`src/rtl/radio_event_timer.sv`:
```
module radio_event_timer #(
  parameter int BASE_W = 16,
  parameter int OVF_W  = 24,
  parameter int AW     = 5,
  parameter logic [BASE_W-1:0] PERIOD_RST = '1
) (
  input  logic          clk,
  input  logic          rst_n,
  input  logic          frame_sync,
  input  logic          pkt_end,
  input  logic          reg_wr,
  input  logic          reg_rd,
  input  logic [AW-1:0] reg_addr,
  input  logic [7:0]    reg_wdata,
  output logic [7:0]    reg_rdata,
  output logic [3:0]    cmp_pulse,
  output logic          irq
);
  localparam int NBB   = BASE_W / 8;
  localparam int NOB   = OVF_W / 8;
  localparam int NCB   = NBB + NOB;
  localparam int TW    = BASE_W + OVF_W;
  localparam int A_CNT = 0;
  localparam int A_PER = A_CNT + NCB;
  localparam int A_CB0 = A_PER + NBB;
  localparam int A_CO0 = A_CB0 + 2 * NBB;
  localparam int A_CAP = A_CO0 + 2 * NOB;
  localparam int A_CTL = A_CAP + NCB;
  localparam int A_FLG = A_CTL + 1;
  localparam int A_MSK = A_CTL + 2;

  logic [BASE_W-1:0] base_q, per_q;
  logic [OVF_W-1:0]  ovf_q;
  logic [BASE_W-1:0] cmpb_q [2];
  logic [OVF_W-1:0]  cmpo_q [2];
  logic [TW-1:0]     cap_q;
  logic [TW-9:0]     snap_q;
  logic              run_q, src_q, vld_q, lost_q;
  logic [3:0]        en_q, mask_q, sticky_q, evt_q, hit;

  wire              wr_ctl  = reg_wr && reg_addr == AW'(A_CTL);
  wire              wr_flg  = reg_wr && reg_addr == AW'(A_FLG);
  wire              clr     = wr_ctl && reg_wdata[6];
  wire              wrap    = run_q && base_q == per_q;
  wire [OVF_W-1:0]  ovf_nx  = ovf_q + OVF_W'(1);
  wire              trig    = src_q ? pkt_end : frame_sync;
  wire [3:0]        ack     = wr_flg ? reg_wdata[3:0] : 4'b0;

  always_comb begin
    for (int c = 0; c < 2; c++) begin
      hit[c]   = en_q[c]   && run_q && base_q == cmpb_q[c];
      hit[c+2] = en_q[c+2] && wrap  && ovf_nx == cmpo_q[c];
    end
  end

  always_ff @(posedge clk or negedge rst_n) begin
    if (!rst_n) begin
      base_q   <= '0;
      ovf_q    <= '0;
      per_q    <= PERIOD_RST;
      for (int c = 0; c < 2; c++) begin
        cmpb_q[c] <= '0;
        cmpo_q[c] <= '0;
      end
      cap_q    <= '0;
      snap_q   <= '0;
      run_q    <= 1'b0;
      src_q    <= 1'b0;
      vld_q    <= 1'b0;
      lost_q   <= 1'b0;
      en_q     <= '0;
      mask_q   <= '0;
      sticky_q <= '0;
      evt_q    <= '0;
    end else begin
      if (clr) begin
        base_q <= '0;
        ovf_q  <= '0;
      end else if (run_q) begin
        base_q <= wrap ? '0 : base_q + BASE_W'(1);
        if (wrap) ovf_q <= ovf_nx;
      end
      if (wr_ctl) begin
        run_q <= reg_wdata[0];
        src_q <= reg_wdata[1];
        en_q  <= reg_wdata[5:2];
      end
      if (reg_wr && reg_addr == AW'(A_MSK)) mask_q <= reg_wdata[3:0];
      for (int b = 0; b < NBB; b++)
        if (reg_wr && reg_addr == AW'(A_PER + b)) per_q[b*8 +: 8] <= reg_wdata;
      for (int c = 0; c < 2; c++) begin
        for (int b = 0; b < NBB; b++)
          if (reg_wr && reg_addr == AW'(A_CB0 + c * NBB + b)) cmpb_q[c][b*8 +: 8] <= reg_wdata;
        for (int b = 0; b < NOB; b++)
          if (reg_wr && reg_addr == AW'(A_CO0 + c * NOB + b)) cmpo_q[c][b*8 +: 8] <= reg_wdata;
      end
      if (reg_rd && reg_addr == AW'(A_CNT)) snap_q <= {ovf_q, base_q[BASE_W-1:8]};
      evt_q    <= hit;
      sticky_q <= (sticky_q & ~ack) | hit;
      if (trig) cap_q <= {ovf_q, base_q};
      vld_q  <= trig | (vld_q & ~(wr_flg & reg_wdata[5]));
      lost_q <= (trig & vld_q) | (lost_q & ~(wr_flg & reg_wdata[4]));
    end
  end

  always_comb begin
    reg_rdata = '0;
    if (reg_addr == AW'(A_CNT)) reg_rdata = base_q[7:0];
    for (int k = 1; k < NCB; k++)
      if (reg_addr == AW'(A_CNT + k)) reg_rdata = snap_q[(k-1)*8 +: 8];
    for (int b = 0; b < NBB; b++) begin
      if (reg_addr == AW'(A_PER + b)) reg_rdata = per_q[b*8 +: 8];
      for (int c = 0; c < 2; c++)
        if (reg_addr == AW'(A_CB0 + c * NBB + b)) reg_rdata = cmpb_q[c][b*8 +: 8];
    end
    for (int b = 0; b < NOB; b++)
      for (int c = 0; c < 2; c++)
        if (reg_addr == AW'(A_CO0 + c * NOB + b)) reg_rdata = cmpo_q[c][b*8 +: 8];
    for (int k = 0; k < NCB; k++)
      if (reg_addr == AW'(A_CAP + k)) reg_rdata = cap_q[k*8 +: 8];
    if (reg_addr == AW'(A_CTL)) reg_rdata = {2'b00, en_q, src_q, run_q};
    if (reg_addr == AW'(A_FLG)) reg_rdata = {2'b00, vld_q, lost_q, sticky_q};
    if (reg_addr == AW'(A_MSK)) reg_rdata = {4'b0000, mask_q};
  end

  assign cmp_pulse = evt_q;
  assign irq       = |(sticky_q & mask_q);

  assert_hold_R2: assert property (@(posedge clk) disable iff (!rst_n)
    (!run_q && !clr) |=> ($stable(base_q) && $stable(ovf_q)));

  assert_wrap_R3: assert property (@(posedge clk) disable iff (!rst_n)
    (wrap && !clr) |=> (base_q == '0 && ovf_q == $past(ovf_q) + OVF_W'(1)));

  assert_pulse_flag_R5: assert property (@(posedge clk) disable iff (!rst_n)
    (evt_q != '0) |-> ((sticky_q & evt_q) == evt_q));

  assert_disabled_quiet_R7: assert property (@(posedge clk) disable iff (!rst_n)
    (evt_q & ~$past(en_q)) == '0);

  assert_capture_lost_R9: assert property (@(posedge clk) disable iff (!rst_n)
    (trig && vld_q) |=> lost_q);
endmodule

```
`config.mk`:
```
export PLATFORM = sky130hd
export DESIGN_NAME = radio_event_timer
export DESIGN_NICKNAME = d
export VERILOG_FILES = /design/src/rtl/radio_event_timer.sv
export SDC_FILE = /design/constraint.sdc
export NUM_CORES = 1
export LEC_CHECK = 0
export BUFFER_PORTS_ARGS = -buffer_cell sky130_fd_sc_hd__buf_2
export CORE_AREA = 4 4 218 220
export CTS_CLUSTER_SIZE = 10
export DETAILED_ROUTE_END_ITERATION = 8
export DIE_AREA = 0 0 222 224
export PLACE_DENSITY = 0.44
export REMOVE_ABC_BUFFERS = 1
export SLEW_MARGIN = 25
export SYNTH_ARGS = -nofsm -noshare
export SYNTH_HDL_FRONTEND = slang
export SYNTH_SLANG_ARGS = --single-unit
```
`constraint.sdc`:
```
create_clock -name clk -period 6 [get_ports clk]
set_clock_uncertainty 0.1 [all_clocks]
set_input_delay 1.2 -clock clk [delete_from_list [all_inputs] [get_ports clk]]
set_output_delay 1.2 -clock clk [all_outputs]
set_load 0.02 [all_outputs]
```
==> results.txt, run 1 <==
- The synthesized design contains 0 enable-type register cells.
- In this run the critical register-to-register path is captured at sticky_q[3].
- Wire length of the first global-routing pass: between 70 and 80 mm
- Count of buffers added by post-CTS timing repair for setup: 0
* Metal1 wirelength: 24.23 mm
- After floorplanning, the core was sized to cover approximately 45000 sq um.
- For this run, the number of Yosys warnings is 0.
- CTS built an H-tree with a depth of 1.
* Number of slew-limit violations in the final report: 0
- The number of hold-slack violations in the final timing report was 0.
- The worst hold path belongs to the class reg2reg.
- In the routed design, unresolved DRC markers number 0.
- Total leakage power: 0.006081 uW
* Ports placed on the boundary: 32
* Worst path required time: between 4 and 5 ns
- Initial antenna violation count: 1
* Detailed router's first-iteration violation count: approximately 800
- Crit path DAT: roughly 3.7 ns
- Clock tree synthesis selected as its root buffer the cell clkbuf_16.
- Post-route clock period utilization: a little over four fifths
* Length of the first detailed-routing pass in iterations: 5
* Starting density of the core: around 30%
* Maximum number of pins on one net before global-route repair: 129
- Fraction of synthesized cell area taken by the top area cell type: between 30% and 40%
- After synthesis, the cell types taking the most area are dfrtp_1 (39%), mux2_2 (15%), xnor2_1 (4.5%), xor2_1 (4.2%), dfstp_2 (3.1%).
- Worst-case hold slack: 0.3839 ns
- Worst Path Class, Setup: in2out
- GRT Overall Usage: between 20% and 30%
- TritonCTS Sinks: 228
* Achievable Freq: 0.1992 GHz
- The floorplan step defined a die boundary enclosing 49730 sq um.
- Fraction of final layout cells sized beyond drive strength 1: between 20% and 30%
- Worst-Margin Slew: ~1.0 ns
- Clock edge transition at the registers on the reported setup and hold paths: 0.05 ns
- CTS resizes: 0
* Multi-input gate area in the final layout: 7258 sq um
* Run status: completed
- The routed design has 52.85 mm of wire.
* Worst voltage drop across the vdd grid: slightly above 0.2 mV
* Largest area contributor in the synthesized netlist: dfrtp_1
- The count of buffers added on input and output ports is 31.
* Cell Count Post-Placement: 1827
* Category of the worst setup path launch point: primary input
- Adding up every negative setup slack in the final design gives 0 ns.
- In this run the worst setup path begins at reg_addr[0].
* Flip-flop and latch count after synthesis: 228
* Kind of capture point of the worst setup path: primary output
- Seq/Total Area, Yosys: about 42%
- Most frequent standard cell in the layout excluding fill and tap cells: dfrtp_1
- After the last flow step, the layout net total stands at 1278.
- Placed wire-length estimate: 38.14 mm
- In this run, CTS created clock tree buffers numbering 28.
* Setup slack on the worst flop-to-flop path: about 2.2 ns
* Reg2Reg Launch Point: ovf_q[0]
- Hold EP: cap_q[30]
- Max-Slew Margin vs Limit: between 30 and 40%
- The floorplan step set the die height to roughly 220 um.
* Async set-reset flop share out of synthesis: between 90% and 100%
- At the later pin of the worst-skew pair, clock insertion delay measures 0.56 ns.
- Number of global-route vias before repair: between 10k and 15k
* Routed wire length on met2: between 20 and 30 mm
- Hold Buf Count CTS: 0
- Dividing the detail-routed wire length by the instance count gives 28.17 um.
- After detailed routing, no signal wire sits above met4.
- Total via count in the routed design: 10.31k
- Vias per Instance: around 5.5
- P per Cell Area: approximately 360 nW/um^2
- Filler-free cell count of the finished design: 1876
* Cells after Synth: about 1.3k
- Synthesized area per cell: about 10 sq um
- Remaining antenna violation count after routing: 0
* Most used cells in the layout excluding fill and tap cells: dfrtp_1 (212), mux2_2 (183), nor2_1 (94)
* Library cells used by synthesis: 79
- Clock Path Buffers: 3
- Seq. cell area: between 5000 and 6000 sq um
* Worst Hold Launch: cap_q[30]
- Total standard cell area after synthesis: around 14000 sq um
- Setup repair after global routing left no endpoint under its margin.
* Overall overflow remaining after global route: 0
- From synthesis to final layout, the design area changed by 10.35%.
- TritonCTS built the clock tree.
* Final critical-path required period: approximately 5.0 ns
- Maximum fanout along the worst path: slightly above 70
- From left edge to right edge, the die measures 222 um.
- Detailed routing placed a total of 2.363 mm of wire on met3.
* Number of maximum-capacitance violations: 0
- The worst register-to-register path has a depth of 8.
- The initialized floorplan defines 78 standard-cell rows.
* Number of setup violations in the final report: 0
* Number of filler cells placed in the layout: roughly 4.7k
* Main flop type after synthesis: dfrtp_1
- Placer congestion estimate: approximately 0.93
- The worst hold path was traced through 2 stages.
-- area by class of cell --
type,instances,share of cell area (%)
clock buffers,45,5.464
diodes,1,0.01676
flip-flops and latches,228,38.35
repair buffers,42,1.860
inverters,16,0.4022
well taps,600,5.028
multi-input cells,941,48.61
clock inverters,3,0.2682
-- metrics by stage --
step	power [uW]	cell area, sq um	utilization, %	worst slack, ns
3_3_place_gp	3798	14070	31.08	1.040
6_report	5415	14930	32.97	0.9809
2_1_floorplan	3117	13020	-	1.292
3_5_place_dp	3804	14070	31.08	1.038
4_1_cts	5453	14930	32.97	1.035
5_1_grt	5668	14930	32.97	0.8710
-- worst max-delay path by stage --
stage | slack [ns] | end
after global routing | 0.87 | reg_rdata[4]
after detailed placement | 1.04 | reg_rdata[4]
after CTS | 1.03 | reg_rdata[4]
after global placement | 1.04 | reg_rdata[4]
final | 0.98 | reg_rdata[4]
after floorplan | 1.29 | reg_rdata[4]
-- synthesized netlist by cell type (5+ instances only) --
cell	count
a21oi_1	28
a22oi_1	11
a31oi_1	5
a32oi_1	5
and3_1	7
and4_1	9
buf_1	8
buf_2	36
buf_4	7
clkbuf_1	55
dfrtp_1	212
dfstp_2	16
inv_1	16
mux2_2	183
mux2i_1	19
mux4_2	13
nand2_1	90
nand2b_1	12
nand3_1	54
nand3b_1	5
nand4_1	24
nor2_1	94
nor2b_1	18
nor3_1	21
nor3b_1	6
nor4_1	13
o2111ai_1	7
o211ai_1	6
o21ai_0	67
o22ai_1	10
xnor2_1	70
xnor3_1	7
xor2_1	65
-- layer usage --
metal	vias up	global-route usage, %
li1	4590	-
met1	5337	29.73
met2	316	34.48
met3	68	2.005
met4	0	5.102
met5	-	0
-- worst max-delay path: stages --
cell and delay, ns:
buf_4 0.39, buf_12 0.37, nand2b_1 0.30, a21oi_1 0.10, or4_1 0.55, o211ai_1 0.17
and4_1 0.27, a211oi_1 0.07, buf_2 0.20
-- cells by family after synthesis --
group / count (synthesis) / synth area share (%)
compound gates: 197 / 9.747
flops: 228 / 42.32
xor+xnor: 142 / 9.904
fa+ha+maj: 2 / 0.1849
simple gates: 385 / 14.81
buf+inv: 126 / 4.244
mux: 215 / 18.80
-- registers in the layout, summed over array words and instances (netlist names) --
register   flops
cmpo_q        48
cap_q         40
cmpb_q        32
snap_q        32
ovf_q         24
base_q        16
per_q         16
cmp_pulse      4
en_q           4
mask_q         4
sticky_q       4
lost_q         1
run_q          1
src_q          1
vld_q          1
-- where the power goes --
group	internal [uW]	leakage [uW]	switching (uW)	total, uW
Sequential	1860	0.00277	601	2460
Combinational	649	0.00289	682	1330
Clock	960	0.000416	659	1620
Power figures use the tool's default switching activity.
==> inputs of run 2 (changes only) <==
==> constraint.sdc (replaced) <==
create_clock -name clk -period 5.2 [get_ports clk]
set_clock_uncertainty 0.1 [all_clocks]
set_input_delay 1.04 -clock clk [delete_from_list [all_inputs] [get_ports clk]]
set_output_delay 1.04 -clock clk [all_outputs]
set_load 0.02 [all_outputs]
==> results.txt, run 2 (same netlist as run 1, synthesis figures left out) <==
- The number of flip-flops under the largest register name was 48 (unchanged).
- Remaining design rule violation count: 0 (unchanged)
- Placer congestion estimate: 0.9704 (+4.8%)
- Crit path DAT: 3.48 ns (-0.24 ns)
- Category of the worst setup path launch point: primary input
* Registers with the most flip-flops: cmpo_q (48), cap_q (40)
* Root buffer cell: clkbuf_16
* Detail-routed net length per standard cell: 27.96 um (-0.74%)
* Die Y: 224 um (unchanged)
* Largest register by flop count: cmpo_q
- CTS resizes: 0 (unchanged)
* Total via count in the routed design: 10.36k (+0.50%)
* Fin. Hold Viols: 0 (unchanged)
- The count of input and output buffers is 31 (unchanged).
- The total routing usage reported by global routing was 20.71% (-0.16 points).
- Clock latency at the later pin of the worst-skew pair: 0.57 ns (about the same)
- Length of the first detailed-routing pass in iterations: 5 (unchanged)
* Depth of the most critical reg-to-reg path: 8 (unchanged)
- Starting density of the core: 29.88% (unchanged)
* Worst Path Class, Setup: in2out
- Number of setup violations in the final report: 0 (unchanged)
- The worst slew margin relative to its limit came to 34.19% (+2.1 points).
* Worst path required time: 4.06 ns (-0.64 ns)
- The number of antenna violations at the first check in global routing came to 3 (+2).
* Antenna diode count: 0 (-1)
- The count of clock tree sinks is 228 (unchanged).
- Clock edge transition at the registers on the reported setup and hold paths: 0.06 ns (about the same)
* Number of global-route vias before repair: 10.45k (+1.1%)
- Routed wire length: 52.63 mm (-0.43%)
* Final critical-path required period: roughly 4.6 ns
- The DRC marker count from the first detailed-route iteration came to 900 (+12%).
- Setup repair after global routing left no endpoint under its margin.
* Vias per Instance: 5.506 (+0.18%)
- Achievable Freq: ~0.22 GHz
- Setup slack on the worst flop-to-flop path: 1.64 ns (-0.55 ns)
* Number of rows created at floorplan: 78 (unchanged)
- Worst R2R End: sticky_q[3]
- The floorplan die area came to 49730 sq um (unchanged).
* Fin nets: 1286 (+0.63%)
* P&R area growth vs syn: 10.69%
- The top-level port count came to 32 (unchanged).
* Placed wire-length estimate: 38.02 mm (-0.31%)
- Clock Path Buffers: 3 (unchanged)
* Run status: completed
* P per Cell Area: 417.0 nW/um^2 (+15%)
- Overall overflow remaining after global route: 0 (unchanged)
- The final number of max-transition violations came to 0 (unchanged).
- The wire length of the first global-routing pass is 76.61 mm (-0.21%).
* Number of levels in the clock H-tree: 1 (unchanged)
* Final core utilization: 33.07% (+0.10 points)
- The CTS buffer count came to 28 (unchanged).
- Most frequent standard cell in the layout excluding fill and tap cells: dfrtp_1
* Worst-Margin Slew: 0.9665 ns (-0.03027 ns)
* Total leakage power: 0.006110 uW (+0.47%)
- The number of buffers inserted to repair setup after CTS came to 0 (unchanged).
- Most used cells in the layout excluding fill and tap cells: dfrtp_1 (212), mux2_2 (183), nor2_1 (94)
- The final cell count without fillers is 1882 (+0.32%).
- The ratio of cells with drive above 1 in the final layout is 24.88% (+0.41 points).
- The maximum resistive drop on vdd is 0.2683 mV (+31%).
- Hold EP: snap_q[12]
- The number of max-capacitance violations reported is 0 (unchanged).
- Setup tns final: 0 ns (unchanged)
- TritonCTS built the clock tree.
- Maximum number of pins on one net before global-route repair: 107 (-17%)
- The startpoint identified for the worst hold timing path is snap_q[12].
- The worst hold path belongs to the class reg2reg.
- Remaining antenna violation count after routing: 0 (unchanged)
* Reg2Reg Launch Point: ovf_q[0]
- The power consumption came to 6245 uW (+15%).
- Hold Buf Count CTS: 0 (unchanged)
- Post-route clock period utilization: 88.77%
* Kind of capture point of the worst setup path: primary output
- Cell Count Post-Placement: 1835 (+0.44%)
- Die X: 222 um (unchanged)
- The largest driver fanout on the critical path came to 53 (-25%).
* Core Box Area: 45280 sq um (unchanged)
- The number of instances on the worst hold path came to 2 (unchanged).
==> run 2: critical path, cell delays in order <==
cell	delay, ns
buf_4	0.25
buf_12	0.28
nor2_1	0.69
and3_1	0.52
nand2b_1	0.10
nand3_1	0.12
a221o_1	0.14
o211ai_1	0.12
buf_2	0.19
==> run 2: layout make-up <==
type                            instances  area, sq um
Clock inverter                          3        42.54
Fill cell                            4684        30310
Sequential cell                       228         5725
Multi-Input combinational cell        941         7258
Clock buffer                           44        802.0
Tap cell                              600        750.7
Timing Repair Buffer                   50        337.8
Inverter                               16        60.06
==> run 2: power by group <==
group / total (uW) / internal, uW / switching (uW)
Sequential: 2800 / 2150 / 646
Combinational: 1580 / 758 / 821
Clock: 1870 / 1090 / 775
==> run 2: how the worst max path moves through the flow <==
stage | startpoint | end | depth (start not counted)
finish | reg_addr[0] | reg_rdata[3] | 9
global route | reg_addr[0] | reg_rdata[2] | 9
CTS | reg_addr[0] | reg_rdata[3] | 9
detailed placement | reg_addr[0] | reg_rdata[3] | 9
global placement | reg_addr[0] | reg_rdata[2] | 9
floorplan | reg_addr[3] | reg_rdata[4] | 7
==> run 2: per-layer routing <==
layer / wire, um / GRT usage, %
met5: 13 / 0
met4: 1961 / 7.203
met3: 3323 / 3.053
met2: 24250 / 33.62
met1: 23080 / 28.45
==> run 2: per-stage QoR <==
step	setup slack [ns]	cell area [sq um]	hold slack, ns
final	0.5838	14980	0.3789
after global routing	0.4537	14980	0.4099
after CTS	0.6248	14980	0.3853
after detailed placement	0.6325	14130	0.3721
after global placement	0.6728	14130	0.3694
after floorplan	0.8117	13020	0.3447
